==> src/rtl/acc_cpu_pkg.sv <==
package acc_cpu_pkg;

  localparam int OPC_W    = 4;
  localparam int SLOT_CNT = 4;
  localparam int SLOT_W   = $clog2(SLOT_CNT);

  localparam logic [OPC_W-1:0] OP_ADD   = 4'd1;
  localparam logic [OPC_W-1:0] OP_MOVI  = 4'd2;
  localparam logic [OPC_W-1:0] OP_ADDB  = 4'd3;
  localparam logic [OPC_W-1:0] OP_STORE = 4'd4;
  localparam logic [OPC_W-1:0] OP_JZ    = 4'd5;
  localparam logic [OPC_W-1:0] OP_CALL  = 4'd6;
  localparam logic [OPC_W-1:0] OP_RET   = 4'd7;
  localparam logic [OPC_W-1:0] OP_PUSH  = 4'd8;
  localparam logic [OPC_W-1:0] OP_POP   = 4'd9;
  localparam logic [OPC_W-1:0] OP_LDBX  = 4'd10;
  localparam logic [OPC_W-1:0] OP_HALT  = 4'd15;

  typedef enum logic [2:0] {
    MAR_KEEP, MAR_PC, MAR_IRA, MAR_MBRA, MAR_BX, MAR_SP, MAR_SPUP
  } mar_src_e;

  typedef enum logic [1:0] {
    MBR_KEEP, MBR_MEM, MBR_AX, MBR_PC
  } mbr_src_e;

  typedef enum logic [2:0] {
    PC_KEEP, PC_STEP, PC_REL, PC_IRA, PC_MBRA
  } pc_src_e;

  typedef enum logic [1:0] {
    AX_KEEP, AX_SUM, AX_LOAD
  } ax_src_e;

  typedef enum logic [1:0] {
    SP_KEEP, SP_UP, SP_DOWN
  } sp_src_e;

  typedef enum logic [1:0] {
    CYC_FETCH, CYC_IND, CYC_EXE, CYC_HALT
  } cyc_e;

  typedef struct packed {
    mar_src_e mar;
    mbr_src_e mbr;
    pc_src_e  pc;
    ax_src_e  ax;
    sp_src_e  sp;
    logic     ir_ld;
    logic     bx_ld;
    logic     rd;
    logic     wr;
  } uop_t;

endpackage

==> src/rtl/acc_cpu_rstsync.sv <==
module acc_cpu_rstsync #(
  parameter int STAGES = 2
) (
  input  logic clk,
  input  logic rst_n_in,
  output logic rst_n_out
);
  logic [STAGES-1:0] sync_q;

  always_ff @(posedge clk or negedge rst_n_in) begin
    if (!rst_n_in) begin
      sync_q <= '0;
    end else begin
      sync_q <= {sync_q[STAGES-2:0], 1'b1};
    end
  end

  assign rst_n_out = sync_q[STAGES-1];
endmodule

==> src/rtl/acc_cpu_ctrl.sv <==
module acc_cpu_ctrl
  import acc_cpu_pkg::*;
(
  input  logic             clk,
  input  logic             rst_n,
  input  logic [OPC_W-1:0] ir_opc,
  input  logic [OPC_W-1:0] mbr_opc,
  input  logic             zf,
  output uop_t             uop,
  output logic             halted
);
  localparam logic [SLOT_W-1:0] SLOT_LAST = SLOT_W'(SLOT_CNT - 1);
  localparam logic [SLOT_W-1:0] SLOT_T1   = '0;
  localparam logic [SLOT_W-1:0] SLOT_T2   = SLOT_W'(1);
  localparam logic [SLOT_W-1:0] SLOT_T3   = SLOT_W'(2);

  cyc_e              cyc_q, cyc_d;
  logic [SLOT_W-1:0] slot_q, slot_d;
  logic              long_op;

  // Opcodes that need all four execute slots
  always_comb begin
    unique case (ir_opc)
      OP_ADD, OP_MOVI, OP_ADDB, OP_LDBX, OP_STORE,
      OP_CALL, OP_RET, OP_PUSH, OP_POP: long_op = 1'b1;
      default:                          long_op = 1'b0;
    endcase
  end

  // Next-state logic
  always_comb begin
    cyc_d  = cyc_q;
    slot_d = slot_q + SLOT_W'(1);
    unique case (cyc_q)
      CYC_FETCH: begin
        if (slot_q == SLOT_LAST) begin
          cyc_d  = (mbr_opc == OP_MOVI) ? CYC_IND : CYC_EXE;
          slot_d = '0;
        end
      end
      CYC_IND: begin
        if (slot_q == SLOT_LAST) begin
          cyc_d  = CYC_EXE;
          slot_d = '0;
        end
      end
      CYC_EXE: begin
        if (slot_q == SLOT_T1 && ir_opc == OP_HALT) begin
          cyc_d  = CYC_HALT;
          slot_d = '0;
        end else if (slot_q == SLOT_LAST || (slot_q == SLOT_T1 && !long_op)) begin
          cyc_d  = CYC_FETCH;
          slot_d = '0;
        end
      end
      default: begin
        cyc_d  = CYC_HALT;
        slot_d = '0;
      end
    endcase
  end

  // State registers
  always_ff @(posedge clk or negedge rst_n) begin
    if (!rst_n) begin
      cyc_q  <= CYC_FETCH;
      slot_q <= '0;
    end else begin
      cyc_q  <= cyc_d;
      slot_q <= slot_d;
    end
  end

  // Micro-operation decode per cycle, slot and opcode
  always_comb begin
    uop = '{mar: MAR_KEEP, mbr: MBR_KEEP, pc: PC_KEEP, ax: AX_KEEP,
            sp: SP_KEEP, ir_ld: 1'b0, bx_ld: 1'b0, rd: 1'b0, wr: 1'b0};
    unique case (cyc_q)
      CYC_FETCH: begin
        unique case (slot_q)
          SLOT_T1: uop.mar = MAR_PC;
          SLOT_T2: uop.rd  = 1'b1;
          SLOT_T3: begin
            uop.mbr = MBR_MEM;
            uop.pc  = PC_STEP;
          end
          default: uop.ir_ld = 1'b1;
        endcase
      end
      CYC_IND: begin
        unique case (slot_q)
          SLOT_T1: uop.mar = MAR_IRA;
          SLOT_T2: uop.rd  = 1'b1;
          SLOT_T3: uop.mbr = MBR_MEM;
          default: ;
        endcase
      end
      CYC_EXE: begin
        unique case (ir_opc)
          OP_ADD, OP_MOVI, OP_ADDB, OP_LDBX: begin
            unique case (slot_q)
              SLOT_T1: uop.mar = (ir_opc == OP_MOVI) ? MAR_MBRA :
                                 (ir_opc == OP_ADDB) ? MAR_BX : MAR_IRA;
              SLOT_T2: uop.rd  = 1'b1;
              SLOT_T3: uop.mbr = MBR_MEM;
              default: begin
                if (ir_opc == OP_LDBX)      uop.bx_ld = 1'b1;
                else if (ir_opc == OP_MOVI) uop.ax    = AX_LOAD;
                else                        uop.ax    = AX_SUM;
              end
            endcase
          end
          OP_POP, OP_RET: begin
            unique case (slot_q)
              SLOT_T1: begin
                uop.mar = MAR_SPUP;
                uop.sp  = SP_UP;
              end
              SLOT_T2: uop.rd  = 1'b1;
              SLOT_T3: uop.mbr = MBR_MEM;
              default: begin
                if (ir_opc == OP_POP) uop.ax = AX_LOAD;
                else                  uop.pc = PC_MBRA;
              end
            endcase
          end
          OP_STORE, OP_PUSH, OP_CALL: begin
            unique case (slot_q)
              SLOT_T1: begin
                uop.mar = (ir_opc == OP_STORE) ? MAR_IRA : MAR_SP;
                uop.mbr = (ir_opc == OP_CALL) ? MBR_PC : MBR_AX;
              end
              SLOT_T2: begin
                uop.wr = 1'b1;
                if (ir_opc != OP_STORE) uop.sp = SP_DOWN;
              end
              SLOT_T3: begin
                if (ir_opc == OP_CALL) uop.pc = PC_IRA;
              end
              default: ;
            endcase
          end
          OP_JZ: begin
            if (slot_q == SLOT_T1 && zf) uop.pc = PC_REL;
          end
          default: ;
        endcase
      end
      default: ;
    endcase
  end

  assign halted = (cyc_q == CYC_HALT);


  strobe_excl_chk: assert property (@(posedge clk) disable iff (!rst_n)
    !(uop.rd && uop.wr));


  halt_hold_chk: assert property (@(posedge clk) disable iff (!rst_n)
    halted |=> halted);


  halt_quiet_chk: assert property (@(posedge clk) disable iff (!rst_n)
    halted |-> (!uop.rd && !uop.wr));
endmodule

==> src/rtl/acc_cpu_dpath.sv <==
module acc_cpu_dpath
  import acc_cpu_pkg::*;
#(
  parameter int ADDR_W = 12,
  parameter int DATA_W = 16
) (
  input  logic              clk,
  input  logic              rst_n,
  input  uop_t              uop,
  input  logic [DATA_W-1:0] mem_rdata,
  output logic [ADDR_W-1:0] mem_addr,
  output logic [DATA_W-1:0] mem_wdata,
  output logic [OPC_W-1:0]  ir_opc,
  output logic [OPC_W-1:0]  mbr_opc,
  output logic [DATA_W-1:0] ax,
  output logic [ADDR_W-1:0] pc,
  output logic [ADDR_W-1:0] sp,
  output logic              zf
);
  localparam int PAD_W = DATA_W - ADDR_W;

  logic [ADDR_W-1:0] mar_q, mar_d, pc_q, pc_d, sp_q, sp_d, bx_q;
  logic [DATA_W-1:0] mbr_q, mbr_d, ir_q, ax_q, ax_d;
  logic              zf_q, zf_d;
  logic              mar_en, mbr_en, pc_en, sp_en, ax_en;
  logic [ADDR_W-1:0] ir_field, sp_up;

  assign ir_field = ir_q[ADDR_W-1:0];
  assign sp_up    = sp_q + ADDR_W'(1);

  // Next values and enables
  always_comb begin
    mar_en = (uop.mar != MAR_KEEP);
    unique case (uop.mar)
      MAR_PC:   mar_d = pc_q;
      MAR_IRA:  mar_d = ir_field;
      MAR_MBRA: mar_d = mbr_q[ADDR_W-1:0];
      MAR_BX:   mar_d = bx_q;
      MAR_SP:   mar_d = sp_q;
      MAR_SPUP: mar_d = sp_up;
      default:  mar_d = mar_q;
    endcase

    mbr_en = (uop.mbr != MBR_KEEP);
    unique case (uop.mbr)
      MBR_MEM: mbr_d = mem_rdata;
      MBR_AX:  mbr_d = ax_q;
      MBR_PC:  mbr_d = {{PAD_W{1'b0}}, pc_q};
      default: mbr_d = mbr_q;
    endcase

    pc_en = (uop.pc != PC_KEEP);
    unique case (uop.pc)
      PC_STEP: pc_d = pc_q + ADDR_W'(1);
      PC_REL:  pc_d = pc_q + ir_field;
      PC_IRA:  pc_d = ir_field;
      PC_MBRA: pc_d = mbr_q[ADDR_W-1:0];
      default: pc_d = pc_q;
    endcase

    sp_en = (uop.sp != SP_KEEP);
    unique case (uop.sp)
      SP_UP:   sp_d = sp_up;
      SP_DOWN: sp_d = sp_q - ADDR_W'(1);
      default: sp_d = sp_q;
    endcase

    ax_en = (uop.ax != AX_KEEP);
    ax_d  = (uop.ax == AX_SUM) ? (ax_q + mbr_q) : mbr_q;
    zf_d  = (ax_d == '0);
  end

  // Registers
  always_ff @(posedge clk or negedge rst_n) begin
    if (!rst_n) begin
      mar_q <= '0;
      mbr_q <= '0;
      ir_q  <= '0;
      pc_q  <= '0;
      sp_q  <= '1;
      bx_q  <= '0;
      ax_q  <= '0;
      zf_q  <= 1'b1;
    end else begin
      if (mar_en)    mar_q <= mar_d;
      if (mbr_en)    mbr_q <= mbr_d;
      if (uop.ir_ld) ir_q  <= mbr_q;
      if (pc_en)     pc_q  <= pc_d;
      if (sp_en)     sp_q  <= sp_d;
      if (uop.bx_ld) bx_q  <= mbr_q[ADDR_W-1:0];
      if (ax_en) begin
        ax_q <= ax_d;
        zf_q <= zf_d;
      end
    end
  end

  assign mem_addr  = mar_q;
  assign mem_wdata = mbr_q;
  assign ir_opc    = ir_q[DATA_W-1 -: OPC_W];
  assign mbr_opc   = mbr_q[DATA_W-1 -: OPC_W];
  assign ax        = ax_q;
  assign pc        = pc_q;
  assign sp        = sp_q;
  assign zf        = zf_q;


  zf_track_chk: assert property (@(posedge clk) disable iff (!rst_n)
    (ax_q != $past(ax_q)) |-> (zf_q == (ax_q == '0)));


  sp_step_chk: assert property (@(posedge clk) disable iff (!rst_n)
    (sp_q != $past(sp_q)) |->
      (sp_q == $past(sp_q) + ADDR_W'(1) || sp_q == $past(sp_q) - ADDR_W'(1)));
endmodule

==> src/rtl/acc_cpu.sv <==
module acc_cpu
  import acc_cpu_pkg::*;
#(
  parameter int ADDR_W      = 12,
  parameter int SYNC_STAGES = 2
) (
  input  logic                      clk,
  input  logic                      rst_n,
  output logic [ADDR_W-1:0]         mem_addr,
  output logic                      mem_rd,
  output logic                      mem_wr,
  output logic [ADDR_W+OPC_W-1:0]   mem_wdata,
  input  logic [ADDR_W+OPC_W-1:0]   mem_rdata,
  output logic                      halted,
  output logic [ADDR_W+OPC_W-1:0]   ax,
  output logic [ADDR_W-1:0]         pc,
  output logic [ADDR_W-1:0]         sp,
  output logic                      zf
);
  localparam int DATA_W = ADDR_W + OPC_W;

  logic             core_rst_n;
  uop_t             uop;
  logic [OPC_W-1:0] ir_opc, mbr_opc;

  acc_cpu_rstsync #(.STAGES(SYNC_STAGES)) u_rst (
    .clk       (clk),
    .rst_n_in  (rst_n),
    .rst_n_out (core_rst_n)
  );

  acc_cpu_ctrl u_ctrl (
    .clk     (clk),
    .rst_n   (core_rst_n),
    .ir_opc  (ir_opc),
    .mbr_opc (mbr_opc),
    .zf      (zf),
    .uop     (uop),
    .halted  (halted)
  );

  acc_cpu_dpath #(.ADDR_W(ADDR_W), .DATA_W(DATA_W)) u_dp (
    .clk       (clk),
    .rst_n     (core_rst_n),
    .uop       (uop),
    .mem_rdata (mem_rdata),
    .mem_addr  (mem_addr),
    .mem_wdata (mem_wdata),
    .ir_opc    (ir_opc),
    .mbr_opc   (mbr_opc),
    .ax        (ax),
    .pc        (pc),
    .sp        (sp),
    .zf        (zf)
  );

  assign mem_rd = uop.rd;
  assign mem_wr = uop.wr;
endmodule

==> config.mk <==
export PLATFORM = sky130hd
export DESIGN_NAME = acc_cpu
export DESIGN_NICKNAME = d
export VERILOG_FILES = /design/src/rtl/acc_cpu_pkg.sv /design/src/rtl/acc_cpu_rstsync.sv /design/src/rtl/acc_cpu_ctrl.sv /design/src/rtl/acc_cpu_dpath.sv /design/src/rtl/acc_cpu.sv
export SDC_FILE = /design/constraint.sdc
export NUM_CORES = 1
export LEC_CHECK = 0
export CORE_ASPECT_RATIO = 0.5
export CORE_UTILIZATION = 48
export CTS_CLUSTER_DIAMETER = 30
export DETAILED_ROUTE_END_ITERATION = 16
export DONT_BUFFER_PORTS = 1
export GPL_ROUTABILITY_DRIVEN = 1
export HOLD_SLACK_MARGIN = 0.05
export SLEW_MARGIN = 15
export SYNTH_ARGS = -nofsm -noshare
export SYNTH_HDL_FRONTEND = slang
export SYNTH_HIERARCHICAL = 1
export SYNTH_SLANG_ARGS = --single-unit
==> constraint.sdc <==
create_clock -name clk -period 3.6 [get_ports clk]
set_clock_uncertainty 0.1 [all_clocks]
set_input_delay 0.72 -clock clk [delete_from_list [all_inputs] [get_ports clk]]
set_output_delay 0.72 -clock clk [all_outputs]
set_load 0.02 [all_outputs]
## Word-level counts from Yosys, hierarchy flattened

Memories as Yosys holds them, arrays and structs flattened.
Index checks and enable logic that the tools add are counted.

- Reductions and logical operators: 28
- Mux-type cells: 56
- Equality and inequality tests: 38
- Add/sub/neg operators: 6

Operators by type and width:

| operator | number |
|---|---|
| $pmux 12 s6 | 1 |
| $pmux 12 s4 | 1 |
| $pmux 16 s3 | 1 |
| $mux 2 | 18 |
| $pmux 5 s3 | 2 |
| $add 12x1->12 const B | 2 |
| $pmux 12 s2 | 1 |
| $mux 3 | 6 |
| $add 16x16->16 | 1 |
| $eq 4x3->1 const B | 4 |
| $eq 4x4->1 const B | 4 |
| $logic_not 16->1 | 1 |
| $mux 16 | 1 |
| $eq 2x2->1 const B | 7 |
| $mux 1 | 14 |
| $add 12x12->12 | 1 |
| $eq 3x2->1 const B | 4 |
| $eq 3x3->1 const B | 4 |
| $eq 4x2->1 const B | 3 |
| $pmux 2 s2 | 3 |
| $sub 12x1->12 const B | 1 |
| $eq 2x1->1 const B | 5 |
| $mux 5 | 2 |
| $pmux 3 s3 | 1 |
| 24 further kinds | 40 |

- Memory bits (read-only): 16
- Output and inout bits: 72
- Input bits: 18
- Register bits after elaboration: 103
- Memories: 1

Memory list:

| name | words | bits a word | rd ports | clocked after Yosys merged registers in | write ports | RTL line | text |
|---|---|---|---|---|---|---|---|
| (no name shown) | 16 | 1 | 1 | 0 | 0 | acc_cpu_ctrl.sv:23 | `unique case (ir_opc)` |

## Depth between registers and ports, before layout

Gate-level depths: netlist (run 1).

- Depth in word-level cells: 9
- Gate-level depth with buffers: 21
- Gate-level depth less buffers: 19

## Modules after synthesis

The synthesis (run 1) kept the hierarchy.

Modules (own cells, without submodules):

| module | area an instance (µm²) | instances | cells an instance |
|---|---|---|---|
| acc_cpu_dpath | 6817.8 | 1 | 733 |
| acc_cpu_ctrl | 601.8 | 1 | 81 |
| acc_cpu_rstsync | 53.8 | 1 | 3 |

## Worst setup path after synthesis (run 1)

Ideal clock, no wire load.

- Path type: reg2reg
- From: register u_dp.ir_q[15]
- To: register u_dp.pc_q[10] (netlist: u_dp/pc[10])
- Period minus slack after synthesis: 3.896 ns
- Arrival time: 3.701 ns
- Stages on the path, launching flop included: 19
- Data required time: 3.405 ns
- Path slack: -0.296 ns
- Cell sequence: dfrtp_1 -> buf_4 -> buf_2 -> nor2b_1 -> nand4_1 -> a21boi_0 -> nor2b_1 -> clkbuf_1 -> and3_1 -> ha_1 -> nor2b_1 -> o21ai_0 -> a21boi_0 -> o21ai_0 -> a21boi_0 -> o21a_1 -> o311a_1 -> o21a_1 -> o31ai_1

RTL lines:

| what | RTL line | text |
|---|---|---|
| start, declared | acc_cpu_dpath.sv:23 | `logic [DATA_W-1:0] mbr_q, mbr_d, ir_q, ax_q, ax_d;` |
| start signal, assigned | acc_cpu_dpath.sv:87 | `if (uop.ir_ld) ir_q <= mbr_q;` |
| end signal, assigned | acc_cpu_dpath.sv:88 | `if (pc_en) pc_q <= pc_d;` |
| end, declared | acc_cpu_dpath.sv:22 | `logic [ADDR_W-1:0] mar_q, mar_d, pc_q, pc_d, sp_q, sp_d, bx_q;` |

==> impl_metrics.yaml, run 1 <==
status:
  outcome: "complete, no violations"
timing:
  tightestPinTransition_ns: 0.919
  final_max_slew_viol_count: 0
  final.min_clock_period_ns: 3.47
  final_hold_viol_count: 0
  max-slew-margin-rel_pct: 38.5
  setup_violations: 0
  fmax_ghz: 0.288
  finalCritPeriodShare_pct: 96.4
  rsz0062_at_grt: "yes"
detailed_routing:
  drtPass1Iterations: 6
  vias: 6641
  drtIter0Drc: 807
  drc: 0
  wl_per_cell_um: 22.0
  drtAntennaViolNets: 0
  viasPerCell: 6.45
  totalWireLength_mm: 22.6
die:
  die_width_um: 178
  start_util_pct: 50.4
  die_y_um: 90.2
  core_um2: 14800
  die-area_um2: 16100
  rows: 31
  ios: 90
global_route:
  grt_use_total_pct: 28.8
  grt_pass1_wl_mm: 35.3
  antenna_found_initial: 1
  grt_max_degree: 39
  grt-ovfl-total: 0
  first_global_vias: 6162
power:
  p_int_mw: 3.22
  switching_share_pct: 47.0
  p_leak_nw: 3.38
  power_switching_mw: 2.86
  power.share.sequential_pct: 35.0
  pwr_density_cell_nw_per_um2: 735
  vdd_drop_max_v: 0.000361
  clkPwrFrac_pct: 15.7
  p_comb_share_pct: 49.3
final_layout:
  drive_above_1_share_pct: 21.1
  post-route-util_pct: 55.9
  final_cell_area_um2: 8280
  seqCellArea_um2: 2600
  final_nets: 880
  nFillCells: 1354
  n_antenna_cell: 0
  synthToLayoutAreaGrowth_pct: 10.7
  multi_input_area_um2: 4560
clock_tree:
  cts_made_buffers: 9
  clk_latency_ns: 0.36
  path_clk_slew_ns: 0.08
  cts_tree: "done"
  cts.path.max_buffers: 2
  ctsRootBufferMaster: "clkbuf_16"
  cts.sinks: 103
  ctsHtreeMaxLevel: 3
critical_path:
  required_ns: 3.77
  reg2reg_from: "u_ctrl/slot_q[1]"
  path_buf_inv: 2
  endpoint_kind: "flip-flop"
  reg2regPathDepth: 19
  timing.rr.end: "u_dp/pc[10]"
  cp_max_fo: 4
  slowest_delay_ns: 0.43
  critPathKind: "reg -> reg"
  r2r_setup_slack_ns: 0.13
  path_cells: "inv_2 -> ha_4 -> nand4_1 -> a21boi_2 -> nor2b_4 -> and2_4 -> nand2b_1 -> ha_2 -> inv_2 -> fa_2 -> nor2b_1 -> o21ai_1 -> a21boi_1 -> o21ai_1 -> a21boi_1 -> o21a_1 -> o311a_1 -> o21a_1 -> o31ai_1"
  crit_arrival_ns: 3.64
  worstSetupStartpointType: "flip-flop"
  slowest_stage: "dfrtp_1"
  crit_family: "compound AO/OA/AOI/OAI gates"
job:
  max_cap_violations: 0
synthesis:
  ys_seq_elements: 103
  synth_area_leaders: "dfrtp_1, ha_1, mux2_2, dfstp_2, o21ai_0"
  synth_flop_cell: "dfrtp_1"
  syn-cell-area_um2: 7470
  synth_nets: 871
  syn_inst: 817
  synth-async-reset-ratio_pct: 100
  synth_cell_types: 76
  yosysTopAreaCell: "dfrtp_1"
  synth_edf_count: 0
  synth_seq_area_share_pct: 34.7
  yosysWarnings: 6
  avgSynthCellArea_um2: 9.15
  synthDominantCellAreaShare_pct: 30.1
hold_path:
  hold_path.class: "reg -> async"
place:
  placed_cell_area_um2: 7910
  portBuffers: 0
  gp_congestion: 0.911
  hpwl_mm: 16.8
==> worst register-to-register path, stage by stage (launching register included) <==
cell and delay [ns]:
dfrtp_1 0.43, inv_2 0.10, ha_4 0.15, nand4_1 0.10
a21boi_2 0.18, nor2b_4 0.17, and2_4 0.16, nand2b_1 0.06
ha_2 0.18, inv_2 0.06, fa_2 0.21, nor2b_1 0.05
o21ai_1 0.17, a21boi_1 0.10, o21ai_1 0.17, a21boi_1 0.08
o21a_1 0.19, o311a_1 0.35, o21a_1 0.17, o31ai_1 0.21
==> power by group through the flow <==
| stage | registers [mW] | clock network (mW) | logic (mW) |
|---|---|---|---|
| 2_1_floorplan | 2.06 | 0 | 2.01 |
| 3_3_place_gp | 2.13 | 0 | 2.83 |
| 3_5_place_dp | 2.14 | 0 | 2.87 |
| 4_1_cts | 2.12 | 0.981 | 2.89 |
| 5_1_grt | 2.17 | 1.02 | 3.27 |
| 6_report | 2.13 | 0.952 | 3.00 |
==> per-layer routing <==
metal  GRT usage [%]  vias up  routed length, um
met5               0        -                 13
met4            5.23        2                202
met3            6.56       18               2090
met2            41.6      298               9650
met1            43.8     3289              10700
li1                -     3034                  -
==> cell usage after synthesis, types with 4 or more instances <==
cell type / count
mux4_2: 12
a22oi_1: 15
o21a_1: 4
nor3_1: 18
nor4_1: 8
a21boi_0: 5
buf_4: 9
o221ai_1: 8
nand3b_1: 4
a21oi_1: 46
mux2i_1: 12
or3_1: 6
and3_1: 13
nand2_1: 70
a32o_1: 12
o21ai_1: 6
xor2_1: 19
a211oi_1: 5
mux2_2: 34
nor4b_1: 4
inv_1: 33
nor3b_1: 4
xnor2_1: 21
dfstp_2: 13
nand3_1: 16
buf_1: 4
nor2b_1: 10
a21o_1: 11
nor2_1: 58
clkbuf_1: 44
a221o_1: 11
nand2b_1: 6
o311ai_0: 4
o21ai_0: 62
a31oi_1: 6
o22ai_1: 7
a22o_1: 7
ha_1: 34
dfrtp_1: 90
nand4_1: 5
==> how the worst max path moves through the flow <==
stage                     slack [ns]           to              from  cells past startpoint
after floorplan                 0.03  u_dp/pc[10]   u_ctrl/cyc_q[0]                     17
after global placement          0.12  u_dp/pc[10]  u_ctrl/slot_q[1]                     19
after detailed placement       -0.04  u_dp/pc[10]  u_ctrl/slot_q[1]                     19
after CTS                       0.02  u_dp/pc[10]  u_ctrl/slot_q[1]                     19
after global routing           -0.15  u_dp/pc[10]  u_ctrl/slot_q[1]                     19
final                           0.13  u_dp/pc[10]  u_ctrl/slot_q[1]                     19
==> cell families after synthesis <==
group / synth area share, %
compound gates: 22.4
flops: 34.7
fa+ha+maj: 6.23
xor+xnor: 4.69
mux: 10.3
simple gates: 16.0
buf+inv: 5.66
other cells: 0.0502
==> placed cells by master (no fill, tap or decap), types with 9 or more instances in the layout <==
cell type  instances
buf_4             60
nand2_1           70
xor2_1            19
nor3_1            14
clkbuf_16          9
nand3_1           16
ha_1              32
a21o_1            11
a21oi_1           45
o21ai_1            9
dfrtp_1           88
mux2_2            34
a22oi_1           15
a221o_1           11
mux2i_1           12
inv_1             30
and3_1            13
a32o_1            12
mux4_2            12
o21ai_0           59
nor2_1            57
dfstp_2           13
xnor2_1           21
==> sequential cells by signal (all words and copies together), names as in the netlist <==
signal          cells
u_dp/mem_addr      12
u_dp/ax            16
u_dp/pc            12
u_rst/sync_q        2
u_dp/zf             1
u_dp/ir_q          16
u_ctrl/slot_q       2
u_ctrl/cyc_q        2
u_dp/sp            12
u_dp/bx_q          12
u_dp/mem_wdata     16
==> layout make-up <==
type | count | share of cell area [%]
clock inverter | 6 | 0.559
multi-input combinational | 618 | 55.1
sequential | 103 | 31.4
clock buffer | 10 | 2.89
inverter | 33 | 1.50
tap | 198 | 2.99
timing repair buffer | 61 | 5.56
==> through the flow <==
stage,hold WS (ns),instances,setup slack (ns),power [mW],setup TNS (ns)
6_report,0.223,1029,0.128,6.08,0
5_1_grt,0.267,1029,-0.147,6.46,-0.157
4_1_cts,0.245,1025,0.0182,5.99,0
3_5_place_dp,0.239,1008,-0.0416,5.01,-0.0416
3_3_place_gp,0.230,1008,0.120,4.95,0
2_1_floorplan,0.231,817,0.0286,4.07,0
==> timing repair <==
| action | CTS | global route |
|---|---|---|
| hold buffers | 1 | 0 |
| resized for setup | 2 | 17 |
| endpoints found under the setup margin | 1 | 7 |
| setup buffers | 0 | 4 |
| pin swaps | 0 | 10 |
| endpoints found under the hold margin | 2 | 0 |
Power figures use the tool's default switching activity.
==> run 2, diff against run 1 <==
==> constraint.sdc (replaced) <==
create_clock -name clk -period 4.5 [get_ports clk]
set_clock_uncertainty 0.1 [all_clocks]
set_input_delay 0.9 -clock clk [delete_from_list [all_inputs] [get_ports clk]]
set_output_delay 0.9 -clock clk [all_outputs]
set_load 0.02 [all_outputs]
==> run 2 against run 1 <==
Clock power decreased by 14%. Die area unchanged. Via count decreased by 2.7%. Largest cell class unchanged.
==> impl_metrics.yaml, run 2 (synthesis results as in run 1) <==
final_layout:
  nFillCells: 1363
  layout_common_cells: "dfrtp_1, nand2_1, o21ai_0"
  synthToLayoutAreaGrowth_pct: 6.60
  final_nets: 844
  post-route-util_pct: 53.8
  multi_input_area_um2: 4500
  seqCellArea_um2: 2600
  final_cell_area_um2: 7970
  layout_commonest_cell: "dfrtp_1"
  drive_above_1_share_pct: 15.7
critical_path:
  cp_max_fo: 10
  endpoint_kind: "flip-flop"
  cp_common_cell: "a21boi_0"
  required_ns: 4.66
  crit_arrival_ns: 4.21
  critPathKind: "reg -> reg"
  slowest_delay_ns: 0.54
  worstSetupStartpointType: "flip-flop"
  path_cells: "inv_1 -> nor2_1 -> nand4_1 -> a21boi_0 -> nor2b_1 -> and2_1 -> nand2b_1 -> ha_1 -> inv_1 -> fa_1 -> nor2b_1 -> o21ai_0 -> a21boi_0 -> o21ai_0 -> a21boi_0 -> o21a_1 -> o311a_1 -> o21a_1 -> o31ai_1"
  slowest_stage: "dfrtp_1"
place:
  portBuffers: 0
  gp_congestion: 0.894
  hpwl_mm: 15.9
  placed_cell_area_um2: 7660
  place_ws_ns: 0.536
status:
  outcome: "complete, no violations"
timing:
  final_max_slew_viol_count: 0
  rsz0062_at_grt: "no"
  max-slew-margin-rel_pct: 26.7
  final_hold_viol_count: 0
  final.setup.tns_ns: 0
  fmax_ghz: 0.247
  setup_violations: 0
  finalCritPeriodShare_pct: 90.0
  final.min_clock_period_ns: 4.05
  worst_slack_ns: 0.450
  tightestPinTransition_ns: 1.09
die:
  die_y_um: 90.2
  start_util_pct: 50.4
  ios: 90
  rows: 31
  die-area_um2: 16100
  die_width_um: 178
  core_um2: 14800
clock_tree:
  postCtsSetupBuffers: 0
  cts_tree: "done"
  cts_made_buffers: 9
  cts_hold_buf: 0
  cts.path.max_buffers: 2
  ctsRootBufferMaster: "clkbuf_16"
  path_clk_slew_ns: 0.07
  clk_latency_ns: 0.36
  ctsHtreeMaxLevel: 3
  post_cts_resized: 0
  cts.sinks: 103
detailed_routing:
  drtAntennaViolNets: 0
  vias: 6465
  drtPass1Iterations: 7
  drc: 0
  drtIter0Drc: 805
  viasPerCell: 6.50
  wl_per_cell_um: 21.8
  totalWireLength_mm: 21.7
global_route:
  grt-ovfl-total: 0
  antenna_found_initial: 3
  first_global_vias: 5814
  grt_pass1_wl_mm: 34.1
  grt_max_degree: 52
  grt_use_total_pct: 27.6
power:
  p_leak_nw: 3.21
  p_int_mw: 2.51
  power_switching_mw: 2.22
  p_comb_share_pct: 44.0
  power.share.sequential_pct: 38.7
  clkPwrFrac_pct: 17.3
  pwr_density_cell_nw_per_um2: 594
  switching_share_pct: 47.0
  vdd_drop_max_v: 0.000266
job:
  max_cap_violations: 0
hold_path:
  hold_path.class: "in -> async"
-- run 2: cell types whose count changed in the layout (fill, tap and decap cells not counted), moves of 2 or more --
cell,previous run,this run
buf_4,60,25
ha_1,32,34
clkinv_4,3,1
nor2b_4,2,0
inv_1,30,33
inv_6,0,3
a21boi_0,2,5
o21ai_1,9,6
nor2b_1,7,10
inv_2,3,0
o21ai_0,59,62
a21boi_1,2,0
-- run 2: power groups by stage --
| stage | combinational [mW] | clock, mW | sequential, mW |
|---|---|---|---|
| 3_5_place_dp | 2.04 | 0 | 1.84 |
| 3_3_place_gp | 2.01 | 0 | 1.83 |
| 6_report | 2.08 | 0.817 | 1.83 |
| 2_1_floorplan | 1.60 | 0 | 1.65 |
| 4_1_cts | 2.05 | 0.844 | 1.82 |
| 5_1_grt | 2.29 | 0.876 | 1.87 |
-- run 2: path summary, 6_finish.rpt --
path                                       from               end  slack, ns  cells after the start
worst min register to register  u_rst/sync_q[0]   u_rst/sync_q[1]       0.25                      0
worst max register to register    u_dp/ir_q[12]       u_dp/pc[10]       0.45                     19
max in group asynchronous       u_rst/sync_q[1]  u_dp/mem_addr[1]       2.92                      1
worst max-delay path              u_dp/ir_q[12]       u_dp/pc[10]       0.45                     19
worst min-delay path                      rst_n   u_rst/sync_q[1]       0.13                      0
min in group clk                u_rst/sync_q[0]   u_rst/sync_q[1]       0.25                      0
-- run 2: per-stage QoR --
stage | instances | total power [mW] | hold WS, ns
6_report | 994 | 4.73 | 0.131
5_1_grt | 993 | 5.03 | 0.111
4_1_cts | 993 | 4.71 | 0.117
3_5_place_dp | 977 | 3.88 | 0.235
3_3_place_gp | 977 | 3.84 | 0.240
2_1_floorplan | 817 | 3.25 | 0.231
-- run 2: layout make-up --
| cell class | count | area share, % |
|---|---|---|
| inverter | 33 | 1.55 |
| clock inverter | 7 | 0.974 |
| timing repair buffer | 25 | 2.36 |
| antenna | 1 | 0.0314 |
| tap | 198 | 3.11 |
| sequential | 103 | 32.6 |
| clock buffer | 9 | 2.83 |
| multi-input combinational | 618 | 56.5 |
-- run 2: routing by layer --
| layer | global-route usage (%) | routed length (um) | vias up |
|---|---|---|---|
| met5 | 0 | 23 | - |
| met1 | 41.9 | 10400 | 3194 |
| met2 | 37.6 | 8940 | 284 |
| met3 | 8.54 | 2040 | 32 |
| li1 | - | - | 2951 |
| met4 | 6.07 | 263 | 4 |
-- run 2: critical path: cells and delay by family, from the launching register on --
family	cells	cell delay [ns]
compound gates	9	1.84
fa+ha+maj	2	0.39
buf+inv	2	0.29
flops	1	0.54
simple gates	6	0.80
